File: config.mk
export PLATFORM = sky130hd
export DESIGN_NAME = pc_seq
export DESIGN_NICKNAME = d
export VERILOG_FILES = /design/src/rtl/pcseq_pkg.sv /design/src/rtl/pcseq_target.sv /design/src/rtl/pcseq_sp.sv /design/src/rtl/pcseq_ctrl.sv /design/src/rtl/pc_seq.sv
export SDC_FILE = /design/constraint.sdc
export NUM_CORES = 1
export LEC_CHECK = 0
export BUFFER_PORTS_ARGS = -buffer_cell sky130_fd_sc_hd__buf_2
export CAP_MARGIN = 20
export CORE_UTILIZATION = 45
export DETAILED_ROUTE_END_ITERATION = 8
export PLACE_DENSITY = 0.69
export SYNTH_ARGS = -nofsm -noshare
export SYNTH_HDL_FRONTEND = slang
export SYNTH_SLANG_ARGS = --single-unit
File: constraint.sdc
create_clock -name clk -period 8.19 [get_ports clk]
set_input_delay 2.0475 -clock clk [delete_from_list [all_inputs] [get_ports clk]]
set_output_delay 2.0475 -clock clk [all_outputs]
set_load 0.005 [all_outputs]
File: src/rtl/pcseq_pkg.sv
// Shared types for the program-counter sequencer.
// Assumes a 3-bit operation code supplied by the core's decoder.
package pcseq_pkg;

    typedef enum logic [2:0] {
        OP_AJMP   = 3'd0,
        OP_ACALL  = 3'd1,
        OP_LJMP   = 3'd2,
        OP_LCALL  = 3'd3,
        OP_BRANCH = 3'd4,
        OP_RET    = 3'd5,
        OP_RETI   = 3'd6
    } pcseq_op_e;

    typedef enum logic [2:0] {
        ST_IDLE    = 3'd0,
        ST_PUSH_LO = 3'd1,
        ST_PUSH_HI = 3'd2,
        ST_POP_HI  = 3'd3,
        ST_POP_LO  = 3'd4,
        ST_POP_END = 3'd5,
        ST_FINISH  = 3'd6
    } pcseq_state_e;

    function automatic logic op_is_call(pcseq_op_e op);
        return (op == OP_ACALL) || (op == OP_LCALL);
    endfunction

    function automatic logic op_is_return(pcseq_op_e op);
        return (op == OP_RET) || (op == OP_RETI);
    endfunction

endpackage

File: src/rtl/pcseq_target.sv
// Target computation: purely combinational.
// Produces the advanced (return) PC and the jump/branch target from the
// latched request. Assumes PC_W is a whole number of DATA_W bytes and
// PAGE_W lies between DATA_W and PC_W.
module pcseq_target
    import pcseq_pkg::*;
#(
    parameter int PC_W   = 16,
    parameter int DATA_W = 8,
    parameter int PAGE_W = 11
) (
    input  pcseq_op_e                        op,
    input  logic [PC_W-1:0]                  cur_pc,
    input  logic [PAGE_W-DATA_W-1:0]         page_bits,
    input  logic [DATA_W-1:0]                byte2,
    input  logic [DATA_W-1:0]                byte3,
    input  logic                             taken,
    input  logic [1:0]                       inst_len,
    output logic [PC_W-1:0]                  ret_pc,
    output logic [PC_W-1:0]                  target,
    output logic [PC_W/DATA_W-1:0][DATA_W-1:0] ret_bytes
);
    localparam int NBYTES = PC_W / DATA_W;

    logic [1:0]        adv;
    logic [DATA_W-1:0] rel_byte;
    logic [PC_W-1:0]   rel_ext;

    // Select how far the PC advances past the current instruction.
    always_comb begin
        case (op)
            OP_AJMP, OP_ACALL: adv = 2'd2;
            OP_LJMP, OP_LCALL: adv = 2'd3;
            OP_BRANCH:         adv = inst_len;
            default:           adv = 2'd0;
        endcase
    end

    assign ret_pc   = cur_pc + {{(PC_W-2){1'b0}}, adv};
    assign rel_byte = (inst_len == 2'd3) ? byte3 : byte2;
    assign rel_ext  = {{(PC_W-DATA_W){rel_byte[DATA_W-1]}}, rel_byte};

    // Build the destination for each kind of transfer.
    always_comb begin
        case (op)
            OP_AJMP, OP_ACALL: target = {ret_pc[PC_W-1:PAGE_W], page_bits, byte2};
            OP_LJMP, OP_LCALL: target = {byte2, byte3};
            OP_BRANCH:         target = taken ? (ret_pc + rel_ext) : ret_pc;
            default:           target = ret_pc;
        endcase
    end

    // Slice the return address into bytes for the push sequence.
    for (genvar g = 0; g < NBYTES; g++) begin : g_ret_byte
        assign ret_bytes[g] = ret_pc[g*DATA_W +: DATA_W];
    end

endmodule

File: src/rtl/pcseq_sp.sv
// Stack pointer register.
// Increments or decrements by one per cycle and wraps modulo 2**SP_W.
// Assumes the controller never asks for both steps at once.
module pcseq_sp #(
    parameter int          SP_W   = 8,
    parameter logic [SP_W-1:0] SP_RST = 8'h07
) (
    input  logic            clk,
    input  logic            rst_n,
    input  logic            inc,
    input  logic            dec,
    output logic [SP_W-1:0] sp,
    output logic [SP_W-1:0] sp_up
);
    logic [SP_W-1:0] sp_q;

    assign sp    = sp_q;
    assign sp_up = sp_q + SP_W'(1);

    // Step the pointer on push or pop cycles.
    always_ff @(posedge clk) begin
        if (!rst_n)   sp_q <= SP_RST;
        else if (inc) sp_q <= sp_up;
        else if (dec) sp_q <= sp_q - SP_W'(1);
    end

    p_sp_single_step_r9: assert property (@(posedge clk) disable iff (!rst_n)
        !(inc && dec));

endmodule

File: src/rtl/pcseq_ctrl.sv
// Sequencer state machine.
// Accepts a request only in idle, then walks a fixed path:
// jumps finish directly, calls push two bytes, returns pop two bytes and
// wait one cycle for the read data. Emits registered done/intr_exit pulses.
module pcseq_ctrl
    import pcseq_pkg::*;
(
    input  logic         clk,
    input  logic         rst_n,
    input  logic         start,
    input  pcseq_op_e    op_i,
    output pcseq_state_e state,
    output logic         accept,
    output logic         sp_inc,
    output logic         sp_dec,
    output logic         busy,
    output logic         done,
    output logic         intr_exit
);
    pcseq_state_e state_q, state_d;
    logic         reti_q;
    logic         done_q, intr_q;

    assign state     = state_q;
    assign accept    = (state_q == ST_IDLE) && start;
    assign busy      = (state_q != ST_IDLE);
    assign sp_inc    = (state_q == ST_PUSH_LO) || (state_q == ST_PUSH_HI);
    assign sp_dec    = (state_q == ST_POP_HI)  || (state_q == ST_POP_LO);
    assign done      = done_q;
    assign intr_exit = intr_q;

    // Next-state selection.
    always_comb begin
        state_d = state_q;
        case (state_q)
            ST_IDLE: begin
                if (start) begin
                    if (op_is_call(op_i))        state_d = ST_PUSH_LO;
                    else if (op_is_return(op_i)) state_d = ST_POP_HI;
                    else                         state_d = ST_FINISH;
                end
            end
            ST_PUSH_LO: state_d = ST_PUSH_HI;
            ST_PUSH_HI: state_d = ST_FINISH;
            ST_POP_HI:  state_d = ST_POP_LO;
            ST_POP_LO:  state_d = ST_POP_END;
            ST_POP_END: state_d = ST_IDLE;
            ST_FINISH:  state_d = ST_IDLE;
            default:    state_d = ST_IDLE;
        endcase
    end

    // State register and completion pulses.
    always_ff @(posedge clk) begin
        if (!rst_n) begin
            state_q <= ST_IDLE;
            reti_q  <= 1'b0;
            done_q  <= 1'b0;
            intr_q  <= 1'b0;
        end else begin
            state_q <= state_d;
            if (accept) reti_q <= (op_i == OP_RETI);
            done_q  <= (state_q == ST_FINISH) || (state_q == ST_POP_END);
            intr_q  <= (state_q == ST_POP_END) && reti_q;
        end
    end

    p_done_pulse_r10: assert property (@(posedge clk) disable iff (!rst_n)
        done |=> !done);

    p_done_after_busy_r10: assert property (@(posedge clk) disable iff (!rst_n)
        done |-> $past(busy));

    p_intr_with_done_r8: assert property (@(posedge clk) disable iff (!rst_n)
        intr_exit |-> done);

endmodule

File: src/rtl/pc_seq.sv
// Program counter and call-stack sequencer (top).
// Latches a request on an idle start, computes the target, drives the
// byte-wide stack RAM port and updates the PC register with a done pulse.
// Assumes an external RAM with write on the strobe edge and registered
// read data one cycle after mem_re.
module pc_seq
    import pcseq_pkg::*;
#(
    parameter int          DATA_W   = 8,
    parameter int          PAGE_W   = 11,
    parameter logic [7:0]  SP_RESET = 8'h07
) (
    input  logic                     clk,
    input  logic                     rst_n,
    input  logic                     start,
    input  logic [2:0]               op_sel,
    input  logic [2*DATA_W-1:0]      cur_pc,
    input  logic [PAGE_W-DATA_W-1:0] page_bits,
    input  logic [DATA_W-1:0]        byte2,
    input  logic [DATA_W-1:0]        byte3,
    input  logic                     taken,
    input  logic [1:0]               inst_len,
    output logic [2*DATA_W-1:0]      pc_out,
    output logic [DATA_W-1:0]        sp_out,
    output logic                     busy,
    output logic                     done,
    output logic                     intr_exit,
    output logic [DATA_W-1:0]        mem_addr,
    output logic                     mem_we,
    output logic [DATA_W-1:0]        mem_wdata,
    output logic                     mem_re,
    input  logic [DATA_W-1:0]        mem_rdata
);
    localparam int PC_W    = 2 * DATA_W;
    localparam int SP_W    = DATA_W;
    localparam int FIELD_W = PAGE_W - DATA_W;
    localparam int NBYTES  = PC_W / DATA_W;

    pcseq_state_e state;
    logic         accept, sp_inc, sp_dec;
    logic [SP_W-1:0] sp, sp_up;

    pcseq_op_e            op_q;
    logic [PC_W-1:0]      pc_lat;
    logic [FIELD_W-1:0]   page_q;
    logic [DATA_W-1:0]    b2_q, b3_q, hi_q;
    logic                 taken_q;
    logic [1:0]           len_q;
    logic [PC_W-1:0]      pc_q;

    logic [PC_W-1:0]                 ret_pc, target;
    logic [NBYTES-1:0][DATA_W-1:0]   ret_bytes;

    pcseq_ctrl u_ctrl (
        .clk       (clk),
        .rst_n     (rst_n),
        .start     (start),
        .op_i      (pcseq_op_e'(op_sel)),
        .state     (state),
        .accept    (accept),
        .sp_inc    (sp_inc),
        .sp_dec    (sp_dec),
        .busy      (busy),
        .done      (done),
        .intr_exit (intr_exit)
    );

    pcseq_sp #(.SP_W(SP_W), .SP_RST(SP_RESET)) u_sp (
        .clk   (clk),
        .rst_n (rst_n),
        .inc   (sp_inc),
        .dec   (sp_dec),
        .sp    (sp),
        .sp_up (sp_up)
    );

    pcseq_target #(.PC_W(PC_W), .DATA_W(DATA_W), .PAGE_W(PAGE_W)) u_target (
        .op        (op_q),
        .cur_pc    (pc_lat),
        .page_bits (page_q),
        .byte2     (b2_q),
        .byte3     (b3_q),
        .taken     (taken_q),
        .inst_len  (len_q),
        .ret_pc    (ret_pc),
        .target    (target),
        .ret_bytes (ret_bytes)
    );

    // Capture the request fields when the controller accepts it.
    always_ff @(posedge clk) begin
        if (!rst_n) begin
            op_q    <= OP_AJMP;
            pc_lat  <= '0;
            page_q  <= '0;
            b2_q    <= '0;
            b3_q    <= '0;
            taken_q <= 1'b0;
            len_q   <= 2'd0;
        end else if (accept) begin
            op_q    <= pcseq_op_e'(op_sel);
            pc_lat  <= cur_pc;
            page_q  <= page_bits;
            b2_q    <= byte2;
            b3_q    <= byte3;
            taken_q <= taken;
            len_q   <= inst_len;
        end
    end

    // Hold the popped high byte and load the final PC value.
    always_ff @(posedge clk) begin
        if (!rst_n) begin
            hi_q <= '0;
            pc_q <= '0;
        end else begin
            if (state == ST_POP_LO) hi_q <= mem_rdata;
            if (state == ST_FINISH)       pc_q <= target;
            else if (state == ST_POP_END) pc_q <= {hi_q, mem_rdata};
        end
    end

    assign pc_out    = pc_q;
    assign sp_out    = sp;
    assign mem_we    = (state == ST_PUSH_LO) || (state == ST_PUSH_HI);
    assign mem_re    = (state == ST_POP_HI)  || (state == ST_POP_LO);
    assign mem_addr  = mem_we ? sp_up : sp;
    assign mem_wdata = (state == ST_PUSH_LO) ? ret_bytes[0] : ret_bytes[NBYTES-1];

    p_push_step_r3: assert property (@(posedge clk) disable iff (!rst_n)
        (mem_we && $past(mem_we)) |-> (mem_addr == $past(mem_addr) + SP_W'(1)));

    p_pop_step_r7: assert property (@(posedge clk) disable iff (!rst_n)
        (mem_re && $past(mem_re)) |-> (mem_addr == $past(mem_addr) - SP_W'(1)));

    p_no_rw_clash_r7: assert property (@(posedge clk) disable iff (!rst_n)
        !(mem_we && mem_re));

    p_hold_request_r11: assert property (@(posedge clk) disable iff (!rst_n)
        (busy && $past(busy)) |-> ($stable(op_q) && $stable(pc_lat) && $stable(b2_q)));

endmodule

== Word-level counts from Yosys, hierarchy flattened ==
Cells that the tools add are included.

* $add $sub $neg: 4
* Multiply operators: 0
* Divide/modulo/power cells: 0
* Order comparisons: 0
* Equality and inequality tests: 16
* Shifts and indexed selects: 0
* Muxes and demuxes: 14
* Bitwise gates (word level): 0
* Reduce and logical (&&, ||, !) cells: 14

{| class="wikitable"
|+ Operators by type and width
! cell !! count
|-
| 16-bit two-way mux || 3
|-
| 16-bit one-hot mux with 3 select lines || 1
|-
| 8-bit two-way mux || 5
|-
| 3-bit == test, second input constant || 6
|-
| 16-bit adder || 1
|-
| 16-bit by 2-bit adder with 16-bit output || 1
|-
| 3-bit by 2-bit == test with 1-bit output, second input constant || 5
|-
| 3-bit one-hot mux with 5 select lines || 1
|-
| 3-bit by 1-bit == test with 1-bit output, second input constant || 3
|-
| 3-bit two-way mux || 3
|-
| 8-bit by 1-bit adder with 8-bit output, second input constant || 1
|-
| 8-bit by 1-bit subtractor with 8-bit output, second input constant || 1
|-
| 3-bit logical NOT || 2
|-
| 2-bit one-hot mux with 3 select lines || 1
|-
| 1-bit logical OR || 5
|-
| 2-bit nonzero test || 2
|-
| 2-bit OR reduction || 2
|-
| 3-bit nonzero test || 1
|-
| 2-bit == test, second input constant || 1
|-
| 1-bit logical AND || 2
|-
| 2-bit inequality test, second input constant || 1
|}

* Bits in registers: 79
* Bits in latches: 0
* Bits in writable memories: 0
* Bits in read-only memories: 0
* Bits of input ports: 52
* Output and inout port bits: 45
* Word-level logic and storage cells: 62
* Memories: 0

== Logic depth before layout (Yosys ltp) ==
Gate-level depths: netlist of the first run.

* Word-level depth: 8
* Mapped depth: 19

== Modules after synthesis ==
Synthesis of the first run repeated with hierarchy kept, for this count alone.

* Cell total of the unflattened synthesis: 651
* Area, all modules: 5700.5 µm²

{| class="wikitable"
|+ Modules (own cells, without submodules)
! module !! times used !! cells an instance !! area an instance (µm²)
|-
| pc_seq || 1 || 256 || 2760.1
|-
| pcseq_target || 1 || 293 || 2073.2
|-
| pcseq_sp || 1 || 66 || 554.3
|-
| pcseq_ctrl || 1 || 36 || 312.8
|}

== Worst setup path before layout of the first run ==
OpenSTA, ideal clock, no wires.

* Kind: reg-to-output
* From: reg op_q[2]
* To: out mem_wdata[4]
* Data arrival time: 2427 ps
* Required time: 6142 ps
* Slack: 3716 ps
* Stages on the path, launching flop included: 13
* Path through: dfxtp_1 > clkbuf_1 > clkbuf_1 > nand2_1 > o21ai_0 > ha_1 > fa_1 > and3_1 > clkbuf_1 > nand4_1 > xnor2_1 > nor2_1 > a21oi_1

* Longest elaborated chain between the ends: 5
* Elaborated cells between the ends (all ways): 10
* Classes of those cells: 1 x add/sub; 4 x eq/ne; 2 x mux; 3 x reduce/logical

{| class="wikitable"
|+ RTL lines
! what !! line !! source
|-
| start: declaration || pc_seq.sv:43 || <nowiki>pcseq_op_e op_q;</nowiki>
|-
| start signal: assignment || pc_seq.sv:101 || <nowiki>op_q <= pcseq_op_e'(op_sel);</nowiki>
|-
| 3-bit by 2-bit == test with 1-bit output (tied with other cells) || pcseq_target.sv:31 || <nowiki>case (op)</nowiki>
|-
| 2-bit OR reduction || pcseq_target.sv:31 ||
|-
| 2-bit one-hot mux with 3 select lines * || pcseq_target.sv:31 ||
|-
| 16-bit by 2-bit adder with 16-bit output * || pcseq_target.sv:39 || <nowiki>assign ret_pc = cur_pc + {{(PC_W-2){1'b0}}, adv};</nowiki>
|-
| 8-bit two-way mux * || pc_seq.sv:128 || <nowiki>assign mem_wdata = (state == ST_PUSH_LO) ? ret_bytes[0] : ret_bytes[NBYTES-1];</nowiki>
|-
| end: declaration || pc_seq.sv:30 || <nowiki>output logic [DATA_W-1:0] mem_wdata,</nowiki>
|}

Every way passes the cells marked *; elsewhere a longest branch is shown, timed or not.

== Worst setup path after layout of the first run ==
* From: reg op_q[1]
* To: out mem_wdata[0]

Same word-level chain as after synthesis.

==> results of run 1 <==
state kept, by name, summed over array words and instances, names as in the netlist:
signal,cells
b2_q,8
b3_q,8
hi_q,8
len_q,2
op_q,3
page_q,3
pc_lat,16
pc_out,16
taken_q,1
u_ctrl.done,1
u_ctrl.intr_exit,1
u_ctrl.reti_q,1
u_ctrl.state,3
u_sp.sp,8
worst max path at each step:
stage / from / endpoint / slack [ps] / cells after the start
after detailed placement: op_q[1] / mem_wdata[0] / 3030 / 10
after global routing: op_q[1] / mem_wdata[0] / 2360 / 10
after global placement: op_q[1] / mem_wdata[0] / 3140 / 10
after floorplan: op_q[2] / mem_wdata[4] / 3720 / 12
final: op_q[1] / mem_wdata[0] / 2600 / 10
after CTS: op_q[1] / mem_wdata[0] / 2630 / 10
Yosys cell counts, drive strengths merged, types with 3 or more instances:
cell type | number | area share
o21bai | 3 | 0.0042
mux2 | 6 | 0.013
nand4 | 3 | 0.0035
nand3 | 15 | 0.014
nor2b | 4 | 0.0047
and4 | 5 | 0.0082
mux2i | 12 | 0.023
inv | 27 | 0.019
o31ai | 3 | 0.0042
or3 | 13 | 0.015
nand2 | 137 | 0.098
o21a | 6 | 0.0085
or2 | 3 | 0.0035
o22ai | 5 | 0.0059
a21boi | 49 | 0.069
a21o | 13 | 0.019
xor2 | 11 | 0.018
nor2 | 43 | 0.030
nor4 | 4 | 0.0047
nor3b | 3 | 0.0042
nand2b | 4 | 0.0047
a41oi | 3 | 0.0049
xnor2 | 19 | 0.031
and3 | 13 | 0.016
ha | 23 | 0.054
o21ai | 49 | 0.046
a21oi | 34 | 0.032
and2 | 6 | 0.0070
xnor3 | 3 | 0.013
clkbuf | 39 | 0.027
o211ai | 4 | 0.0056
buf | 3 | 0.0023
dfxtp | 79 | 0.30
nor3 | 7 | 0.0066
a31oi | 7 | 0.0082
o2111ai | 3 | 0.0049
a211oi | 13 | 0.018
a221oi | 7 | 0.012
o221ai | 3 | 0.0049
routing by layer:
metal,vias up,track usage
met3,33,0.0590
met1,2511,0.348
met2,170,0.413
met4,0,0.116
met5,-,0
li1,2625,-
where the power goes:
group	switching, mW	internal, mW
Combinational	0.215	0.152
Clock	0.163	0.222
Sequential	0.0563	0.424
worst max-delay path, stage by stage (launching register included):
cell,delay (ps)
sky130_fd_sc_hd__dfxtp_1,870
sky130_fd_sc_hd__nor2_1,270
sky130_fd_sc_hd__nand2_1,190
sky130_fd_sc_hd__o21ai_0,100
sky130_fd_sc_hd__ha_1,220
sky130_fd_sc_hd__fa_1,430
sky130_fd_sc_hd__and3_1,300
sky130_fd_sc_hd__nand3_1,130
sky130_fd_sc_hd__xor2_1,360
sky130_fd_sc_hd__a21oi_1,150
sky130_fd_sc_hd__buf_2,160
through the flow:
step	area [um2]	power [mW]	hold WS (ps)	util	worst slack (ps)
2_1_floorplan	5330	0.726	440	-	3720
6_report	6150	1.23	463	0.536	2600
3_3_place_gp	5870	0.846	457	0.512	3140
3_5_place_dp	5870	0.855	457	0.512	3030
5_1_grt	6150	1.31	489	0.536	2360
4_1_cts	6150	1.24	465	0.536	2630
cell type report:
class,count,share of cell area
clock inverter,4,0.00468
tap,143,0.0291
timing repair buffer,101,0.0842
sequential,79,0.257
clock buffer,12,0.0417
multi-input combinational,554,0.567
inverter,27,0.0165
logic make-up after synthesis:
| family | share of synthesized area |
|---|---|
| multiplexers | 0.0359 |
| buffers and inverters | 0.0488 |
| flip-flops | 0.297 |
| AO/OA/AOI/OAI | 0.268 |
| AND/OR/NAND/NOR | 0.226 |
| adder cells (fa/ha/maj) | 0.0615 |
| XOR/XNOR | 0.0620 |
==> results, run 1 <==
- The flow ran to the end, and the final reports show no timing, DRC or antenna violations.
- The Yosys step of the flow raised 0 warnings.
- The first global-routing pass estimated 25,600 um of wire.
- Dividing the detail-routed via count by the number of cells gives 5.80.
- The H-tree was split into 3 levels.
- The fraction of layout cells with a size suffix above 1 is 0.169.
- The die covers 12,300 um2.
- The kind of critical path is flop to primary output.
- In this run the tightest slew margin relative to its limit is 0.389.
- The core region is 11,500 um2.
- Yosys mapped a number of flops with a built-in enable equal to 0.
- Entering global routing, the biggest net connects 80 pins.
- TritonCTS built the clock tree.
- The maximum resistive drop on vdd is 0.148 mV.
- The mean routed wirelength per cell is 17.1 um.
- The detailed router placed 5,339 vias in this run.
- Across the whole layout, storage elements account for 1580 um2.
- The initial core utilization is 0.465.
- The path class of the lowest-slack min-delay path is flop to flop.
- The worst hold path begins at hi_q[0].
- The data arrival time of the critical path is 3540 ps.
- The sequential element share of the synthesized area is 0.297.
- The number of gates resized after cts is 0.
- The final number of max-transition violations is 0.
- For this design the static power due to leakage is 2.80 nW.
- For the worst setup path, the data required time is 6140 ps.
- The post-CTS clock slew at the launch and capture registers of the worst setup and hold paths is 60 ps.
- The count of buffers added by post-CTS timing repair for setup is 0.
- The maximum clock insertion buffer count is 2.
- The total length of routed wires is 15,800 um.
- The total of buffers placed on input and output ports is 96.
- In this run the critical register-to-register path is launched from op_q[1].
- The synthesized instance count is 702.
- The startpoint type of the worst setup path is a flop.
- The root buffer cell chosen for the clock tree is sky130_fd_sc_hd__clkbuf_16.
- The worst register-to-register path ends at pc_out[13].
- Clock skew on the completed layout was measured at 8.04 ps.
- The clock period minus final worst setup slack is 5590 ps.
- The cts-stage hold buffer count is 0.
- The net count of the finished layout is 849.
- Row generation in the floorplan step produced 39 rows.
- The post-route met1 wirelength is 7090 um.
- The number of clock sinks seen by CTS is 79.
- The number of antenna diodes in the final layout is 0.
- In the detailed route, the total length drawn on met3 is 896 um.
- The most common library cell in the layout ignoring fill and taps is sky130_fd_sc_hd__nand2_1.
- For the worst flop-to-flop path, the logic depth is 15.
- The via count of the first global-routing pass was 4,908.
- In this run, CTS created clock tree buffers numbering 9.
- The total routing resource utilization after global routing is 0.264.
- After detailed routing, the number of remaining DRC violations is 0.
- The multi-input logic area is 3490 um2.
- The layout-stage area growth over the synthesis result is 15.5%.
- For the pin with the worst max-slew slack, the measured transition is 913 ps.
- Summed over all nets, wire length on met2 after detailed routing comes to 7220 um.
- The synthesized design contains 79 register bits.
- The share of synthesized flip-flops with an asynchronous set or reset is 0.
- The number of max-capacitance violations reported is 0.
- The top layer used by detailed routing is met4.
- The HPWL after detailed placement is 12,000 um.
- The number of nets with antenna violations after routing is 0.
- The number of distinct standard cells referenced by the synthesized netlist is 57.
- Counting tap cells, the placed design contains a total of 904 instances.
- The post-synthesis net count is 779.
- The top-level port count is 97.
- In this run the mean area of a mapped cell was 7.59 um2.
- In the final timing run, aggregate negative setup slack is 0 ps.
- The most used flip-flop cell after synthesis is sky130_fd_sc_hd__dfxtp_1.
- The die is 111 um tall.
- The detailed-router iteration count before antenna repair is 5.
- The total power density per cell area is 201 nW/um2.
- In the layout the commonest cells are 136 x sky130_fd_sc_hd__nand2_1, 96 x sky130_fd_sc_hd__buf_2, 79 x sky130_fd_sc_hd__dfxtp_1, 49 x sky130_fd_sc_hd__o21ai_0, 49 x sky130_fd_sc_hd__a21boi_0.
- Of all nets on the critical path, the largest fanout is 20.
- The mapped netlist covers 5330 um2.
- Counting instances, the worst hold path has a depth of 2.
- The count of fill cells added during filler insertion is 1,133.
- The non-filler instance count after layout is 920.
- In this run, the number of DRC markers left after iteration 0 of detailed routing was 391.
- After global routing the overflow that remains totals 0.
- For this run, the top clock speed supported by timing is 179 MHz.
- The final count of hold timing violations is 0.
- The die span in x is 111 um.
- The placer's final routability congestion estimate is 0.962.
- The later pin in the worst-skew pair is clocked with a latency of 350 ps.
- The register-to-register setup slack is 3470 ps.
- The share of the cycle needed by the critical path after routing is 0.682.
- Setup repair after global routing left no endpoint under its margin.
- The worst hold path terminates at hi_q[0].
- The initial antenna violation count is 0.
- Setup violations remaining at the end of the flow were counted as 0.
- The element type at the critical path end is a primary output.
Power figures use the tool's default switching activity.
==> run 2, diff against run 1 <==
==> constraint.sdc (replaced) <==
create_clock -name clk -period 5.5 [get_ports clk]
set_input_delay 1.375 -clock clk [delete_from_list [all_inputs] [get_ports clk]]
set_output_delay 1.375 -clock clk [all_outputs]
set_load 0.005 [all_outputs]
==> run 2 against run 1 <==
Net effect: critical endpoint is now mem_wdata[6]; worst setup slack got worse by 1600 ps; largest power group unchanged; combinational power rose by 51%; sequential share of layout area barely moved; sequential cell count did not move; critical path type unchanged; hold slack improved by 6.6 ps.
==> results, run 2 (synthesis results as in run 1) <==
- The cell type of the slowest stage on the worst timing path is sky130_fd_sc_hd__dfxtp_1 (unchanged).
- The clock latency on the worst-skew pair is 350 ps (about the same).
- The cell class contributing the biggest share of worst-path delay is simple AND/OR/NAND/NOR gates (unchanged).
- The startpoint of the worst hold path is hi_q[4] (was hi_q[0]).
- The worst stage delay on the critical path is 660 ps (was 870 ps).
- The CTS buffer count is 9 (unchanged).
- The fraction of power consumed by sequential logic is 0.389 (was 0.390).
- The via count of the first global-routing pass was 5,106 (was 4,908).
- The fraction of layout cells with a size suffix above 1 came to 0.170 (was 0.169).
- The count of fill cells added during filler insertion is 1,122 (was 1,133).
- The depth of the worst register-to-register path is 16 (was 15).
- The count of antenna diodes in the layout is 0 (unchanged).
- The worst relative slew slack is 0.417 (was 0.389).
- The detailed-router iteration count before antenna repair was 5 (unchanged).
- The post-placement cell area was 5870 um2 (about the same).
- The net switching power figure is 656 uW (was 435 uW).
- Derived from the worst setup path, the maximum achievable clock frequency is 223 MHz.
- The count of buffers added by post-CTS timing repair for setup is 0 (unchanged).
- The kind of critical path is flop to primary output (unchanged).
- The average via count per standard cell came to 5.77 (was 5.80).
- The area enclosed by the die boundary is 12,300 um2 (unchanged).
- The placer's final routability congestion estimate is 0.997 (was 0.962).
- The TritonCTS clock tree is done (unchanged).
- The post-CTS clock slew at the launch and capture registers of the worst setup and hold paths is 60 ps (about the same).
- The critical path required time is 4120 ps (was 6140 ps).
- The final hold slack is 469 ps (was 463 ps).
- The total number of vias is 5,316 (was 5,339).
- The total routing resource utilization after global routing is 0.270 (was 0.264).
- The cell internal power dissipation came to 1.18 mW (was 799 uW).
- The DRC marker count from the first detailed-route iteration is 413 (was 391).
- The standard-cell row count was 39 (unchanged).
- The final number of max-transition violations came to 0 (unchanged).
- The combinational fraction of design power is 0.303 (was 0.298).
- The mean routed wirelength per cell is 17.4 um (was 17.1 um).
- The count of final setup violators came to 0 (unchanged).
- The element type at the critical path end is a primary output (unchanged).
- Setup repair after global routing missed its margin: false (unchanged).
- The layout-stage area growth over the synthesis result came to 15.4% (was 15.5%).
- The final count of hold timing violations is 0 (unchanged).
- The worst min-delay path endpoint was hi_q[4] (was hi_q[0]).
- Status: finished, final reports clean (unchanged).
- The maximum resistive drop on vdd is 0.186 mV (was 0.148 mV).
- The pin count of the biggest net entering global routing is 47 (was 80).
- The number of clock sinks seen by CTS is 79 (unchanged).
- The buffer and inverter count on the worst path is 1 (unchanged).
- The number of gates resized after cts came to 0 (unchanged).
- The startpoint of the most critical register-to-register path is op_q[2] (was op_q[1]).
- The HPWL after detailed placement was 12,100 um (was 12,000 um).
- The global-route wire length before repair is 26,300 um (was 25,600 um).
- The top fanout value on the critical path is 17 (was 20).
- The register-to-register setup slack is 1290 ps (was 3470 ps).
- The number of cells on the worst hold path is 2 (unchanged).
- The total power density per cell area is 298 nW/um2 (was 201 nW/um2).
- The path class of the lowest-slack min-delay path was flop to flop (unchanged).
- The clock group share of total power came to 0.308 (was 0.313).
- The remaining design rule violation count is 0 (unchanged).
- The capture point of the worst reg-to-reg path is pc_out[13] (unchanged).
- The area of all placed cells without fillers came to 6150 um2 (about the same).
- The clock root buffer is sky130_fd_sc_hd__clkbuf_16 (unchanged).
- The initial core utilization is 0.465 (unchanged).
- The fraction of power spent switching nets is 0.358 (was 0.352).
- The worst clock skew is 13.5 ps (was 8.04 ps).
- The share of the cycle needed by the critical path after routing is 0.816.
- The total length of routed wires came to 16,000 um (was 15,800 um).
- The die span in y is 111 um (unchanged).
- The number of nets in the finished design is 850 (was 849).
- The multi-input logic area is 3490 um2 (unchanged).
- The depth of the CTS H-tree is 3 (unchanged).
- The leakage dissipation is 2.80 nW (about the same).
- The most common library cell in the layout ignoring fill and taps is sky130_fd_sc_hd__nand2_1 (unchanged).
- The area taken by flip-flops and latches is 1580 um2 (unchanged).
- The total negative slack for setup checks is 0 ps (unchanged).
- The slew at the pin closest to its max-slew limit is 871 ps (was 913 ps).
- The area inside the core boundary is 11,500 um2 (unchanged).
- The cts-stage hold buffer count is 0 (unchanged).
- The initial antenna violation count is 0 (unchanged).
- The number of nets with antenna violations after routing is 0 (unchanged).
- The maximum clock insertion buffer count was 2 (unchanged).
- The top-level port count is 97 (unchanged).
- Critical path cell sequence: nand2b_1 > o21ai_0 > ha_1 > fa_1 > and3_1 > nand2_1 > nor2_1 > xnor2_1 > a21oi_1 > buf_2 (was nor2_1 > nand2_1 > o21ai_0 > ha_1 > fa_1 > and3_1 > nand3_1 > xor2_1 > a21oi_1 > buf_2).
- Most frequent cells in the layout: 136 x sky130_fd_sc_hd__nand2_1, 96 x sky130_fd_sc_hd__buf_2, 79 x sky130_fd_sc_hd__dfxtp_1, 49 x sky130_fd_sc_hd__o21ai_0, 49 x sky130_fd_sc_hd__a21boi_0 (unchanged).
- The total of buffers placed on input and output ports came to 96 (unchanged).
- The clock period minus final worst setup slack is 4490 ps.
- The data arrival time of the critical path is 3110 ps (was 3540 ps).
- The number of max-capacitance violations reported came to 0 (unchanged).
- The die span in x is 111 um (unchanged).
- The startpoint type of the worst setup path is a flop (unchanged).
- The total grt overflow is 0 (unchanged).
run 2: worst max-delay path by stage:
stage | slack [ps] | end | cells past startpoint | startpoint
detailed placement | 1400 | pc_out[13] | 16 | op_q[2]
global placement | 1490 | mem_wdata[0] | 9 | op_q[2]
floorplan | 1680 | pc_out[8] | 14 | op_q[2]
CTS | 1020 | mem_wdata[6] | 10 | op_q[2]
finish | 1010 | mem_wdata[6] | 10 | op_q[2]
global route | 860 | mem_wdata[6] | 10 | op_q[2]
run 2: layer usage:
| metal | track usage | up-vias | wire length, um |
|---|---|---|---|
| met5 | 0 | - | 0 |
| met4 | 0.140 | 0 | 577 |
| met3 | 0.0470 | 35 | 774 |
| met2 | 0.425 | 168 | 7310 |
| met1 | 0.355 | 2490 | 7380 |
| li1 | - | 2623 | - |
run 2: layout make-up:
class	instances	area share
clock buffer	11	0.0395
sequential	79	0.257
inverter	27	0.0165
clock inverter	5	0.00509
multi-input combinational	554	0.567
tap	143	0.0291
timing repair buffer	102	0.0855
run 2: power groups by stage:
stage	registers [mW]	clock network, mW	logic, mW
after detailed placement	0.724	0	0.549
after global placement	0.722	0	0.539
final	0.714	0.564	0.555
after floorplan	0.692	0	0.388
after global routing	0.724	0.597	0.621
after CTS	0.711	0.577	0.553
run 2: tightest hold or removal path: stages, from the launching register on:
cell and delay (ps):
sky130_fd_sc_hd__dfxtp_1 310, sky130_fd_sc_hd__nand2_1 50, sky130_fd_sc_hd__a21boi_0 70
run 2: per-stage QoR:
stage,instances,worst slack [ps],total power [mW],util
after detailed placement,905,1400,1.27,0.512
after CTS,921,1020,1.84,0.536
after floorplan,702,1680,1.08,-
final,921,1010,1.83,0.536
after global routing,921,857,1.94,0.536
after global placement,905,1490,1.26,0.512
==> run 3, diff against run 2 <==
--- a/config.mk
+++ b/config.mk
@@ -9,7 +9,7 @@
 export CAP_MARGIN = 20
 export CORE_UTILIZATION = 45
 export DETAILED_ROUTE_END_ITERATION = 8
-export PLACE_DENSITY = 0.69
+export PLACE_DENSITY = 0.71
 export SYNTH_ARGS = -nofsm -noshare
 export SYNTH_HDL_FRONTEND = slang
 export SYNTH_SLANG_ARGS = --single-unit
==> constraint.sdc (replaced) <==
create_clock -name clk -period 3.9 [get_ports clk]
set_input_delay 0.975 -clock clk [delete_from_list [all_inputs] [get_ports clk]]
set_output_delay 0.975 -clock clk [all_outputs]
set_load 0.005 [all_outputs]
==> run 3 against run 2 <==
Net effect: register-to-register slack got worse by 1100 ps; total power up 41%; sequential power is 40% higher; sequential cell count did not move; first-iteration DRC count is 28% higher; sequential share of layout area fell by 0.50 points; via count grew 2.1%; die area unchanged; count of clock-buffer cells in the layout up 2; wire length about the same; critical path type is now flop to flop.
==> results, run 3 (synthesis results as in run 1) <==
- Status: finished, final reports clean (unchanged).
- The launch point of the worst path is op_q[0] (was op_q[2]).
- The maximum resistive drop on vdd is 0.254 mV (was 0.186 mV).
- The worst min-delay path endpoint is hi_q[2] (was hi_q[4]).
- The area inside the core boundary was 11,500 um2 (unchanged).
- The final number of max-transition violations is 0 (unchanged).
- The post-layout worst setup margin came to 180 ps (was 1010 ps).
- Setup repair after global routing missed its margin: false (unchanged).
- The DRC marker count from the first detailed-route iteration is 527 (was 413).
- The critical path required time is 4120 ps (about the same).
- The post-CTS clock slew at the launch and capture registers of the worst setup and hold paths is 60 ps (about the same).
- The kind of critical path was flop to flop (was flop to primary output).
- The startpoint type of the worst setup path is a flop (unchanged).
- The HPWL after detailed placement was 12,300 um (was 12,100 um).
- The worst clock skew was 7.29 ps (was 13.5 ps).
- The final count of hold timing violations came to 0 (unchanged).
- The number of cells on the worst hold path is 2 (unchanged).
- The path class of the lowest-slack min-delay path is flop to flop (unchanged).
- The layout-stage area growth over the synthesis result is 17.7% (was 15.4%).
- The leakage dissipation was 2.85 nW (was 2.80 nW).
- The clock root buffer is sky130_fd_sc_hd__clkbuf_16 (unchanged).
- The worst slack at placement is 83.5 ps (was 1400 ps).
- The sum of met3 wire segment lengths after detailed routing is 963 um (was 774 um).
- The post-placement cell area is 5960 um2 (was 5870 um2).
- The die span in y is 111 um (unchanged).
- The total number of vias came to 5,426 (was 5,316).
- The area enclosed by the die boundary was 12,300 um2 (unchanged).
- The depth of the CTS H-tree came to 3 (unchanged).
- The data arrival time of the critical path came to 3940 ps (was 3110 ps).
- The die span in x is 111 um (unchanged).
- The maximum clock insertion buffer count came to 2 (unchanged).
- The number of max-capacitance violations reported is 0 (unchanged).
- The top layer used by detailed routing is met4 (unchanged).
- The clock latency on the worst-skew pair is 340 ps (was 350 ps).
- The number of cells in the design after placement is 917 (was 905).
- The detailed-router iteration count before antenna repair came to 6 (was 5).
- The top-level port count is 97 (unchanged).
- The mean routed wirelength per cell is 17.2 um (was 17.4 um).
- The total power density per cell area is 413 nW/um2 (was 298 nW/um2).
- The CTS buffer count is 9 (unchanged).
- The standard-cell row count is 39 (unchanged).
- The placer's final routability congestion estimate is 0.961 (was 0.997).
- The initial core utilization is 0.465 (unchanged).
- The most common library cell in the layout ignoring fill and taps was sky130_fd_sc_hd__nand2_1 (unchanged).
- The cts-stage hold buffer count is 0 (unchanged).
- The total negative slack for setup checks is 0 ps (unchanged).
- The startpoint of the worst hold path is hi_q[2] (was hi_q[4]).
- The count of antenna diodes in the layout is 0 (unchanged).
- The count of final setup violators is 0 (unchanged).
- The share of the cycle needed by the critical path after routing is 0.954.
- The top fanout value on the critical path was 6 (was 17).
- The register-to-register setup slack is 180 ps (was 1290 ps).
- The non-filler instance count after layout was 931 (was 921).
- The area of all placed cells without fillers is 6270 um2 (was 6150 um2).
- The worst relative slew slack is 0.384 (was 0.417).
- The pin count of the biggest net entering global routing is 44 (was 47).
- The final hold slack came to 467 ps (was 469 ps).
- The element type at the critical path end is a flop (was primary output).
- The total length of routed wires came to 16,100 um (was 16,000 um).
- The via count of the first global-routing pass is 5,224 (was 5,106).
- The startpoint of the most critical register-to-register path is op_q[0] (was op_q[2]).
- The clock period minus final worst setup slack is 3720 ps.
- The achievable clock frequency is 269 MHz.
- The depth of the worst register-to-register path is 15 (was 16).
- The remaining design rule violation count is 0 (unchanged).
- The number of nets in the finished design is 862 (was 850).
- The capture point of the worst reg-to-reg path is pc_out[8] (was pc_out[13]).
- The TritonCTS clock tree is done (unchanged).
- The average via count per standard cell came to 5.83 (was 5.77).
- The total routing resource utilization after global routing is 0.266 (was 0.270).
- Most frequent cells in the layout: 136 x sky130_fd_sc_hd__nand2_1, 96 x sky130_fd_sc_hd__buf_2, 79 x sky130_fd_sc_hd__dfxtp_1, 49 x sky130_fd_sc_hd__a21boi_0, 47 x sky130_fd_sc_hd__o21ai_0 (was 136 x sky130_fd_sc_hd__nand2_1, 96 x sky130_fd_sc_hd__buf_2, 79 x sky130_fd_sc_hd__dfxtp_1, 49 x sky130_fd_sc_hd__o21ai_0, 49 x sky130_fd_sc_hd__a21boi_0).
- The total of buffers placed on input and output ports is 96 (unchanged).
- The core occupancy in the finished layout is 0.547 (was 0.536).
- The global-route wire length before repair is 26,100 um (was 26,300 um).
- The amount of wire on met2 after detailed routing is 7270 um (was 7310 um).
- The post-route met1 wirelength is 7160 um (was 7380 um).
- The slew at the pin closest to its max-slew limit is 921 ps (was 871 ps).
- The total power came to 2.59 mW (was 1.83 mW).
- The total grt overflow is 0 (unchanged).
- The fraction of layout cells with a size suffix above 1 is 0.192 (was 0.170).
- The number of clock sinks seen by CTS was 79 (unchanged).
- The number of nets with antenna violations after routing was 0 (unchanged).
- The initial antenna violation count is 0 (unchanged).
run 3: cell types whose count changed in the layout (fill, tap and decap cells not counted), sizes merged:
cell      previous run  this run
buf                102       114
clkbuf              11        13
clkinv               3         1
clkinvlp             1         0
inv                 28        27
run 3: power breakdown:
| part | internal [mW] | total, mW | switching, mW |
|---|---|---|---|
| combinational | 0.342 | 0.823 | 0.481 |
| clock | 0.458 | 0.770 | 0.312 |
| sequential | 0.892 | 0.999 | 0.107 |
| total | 1.69 | 2.59 | 0.900 |
run 3: routing by layer:
metal	vias to the layer above	track usage
met3	47	0.0437
met4	0	0.136
met2	183	0.418
met1	2550	0.352
li1	2646	-
met5	-	0
run 3: worst max path at each step:
stage                     end  slack, ps  cells past startpoint
floorplan           pc_out[8]         80                     14
global placement    pc_out[8]        220                     13
detailed placement  pc_out[8]         80                     13
CTS                 pc_out[8]         60                     13
global route        pc_out[8]         20                     15
finish              pc_out[8]        180                     15
run 3: final cells by class:
cell class	count	area, um2
Clock inverter	1	5.00
Sequential cell	79	1580
Fill cell	1097	5200
Timing Repair Buffer	114	616
Clock buffer	13	260
Inverter	27	101
Tap cell	143	179
Multi-Input combinational cell	554	3530
run 3: worst max-delay path, cell delays in order (launching register included):
cell	delay (ps)
sky130_fd_sc_hd__dfxtp_1	340
sky130_fd_sc_hd__nor2_1	160
sky130_fd_sc_hd__buf_4	160
sky130_fd_sc_hd__nand2_1	60
sky130_fd_sc_hd__nand2_1	120
sky130_fd_sc_hd__ha_1	240
sky130_fd_sc_hd__a21o_1	210
sky130_fd_sc_hd__and4_1	240
sky130_fd_sc_hd__xnor2_1	270
sky130_fd_sc_hd__inv_1	100
sky130_fd_sc_hd__ha_1	330
sky130_fd_sc_hd__a21o_2	220
sky130_fd_sc_hd__a2111o_1	490
sky130_fd_sc_hd__and3_2	250
sky130_fd_sc_hd__o31ai_1	260
sky130_fd_sc_hd__a221oi_1	130
run 3: repair_timing:
action                                  4_1_cts  5_1_grt
buffers inserted                              0        0
gates resized for setup                       0       12
endpoints found under the setup margin        0       10
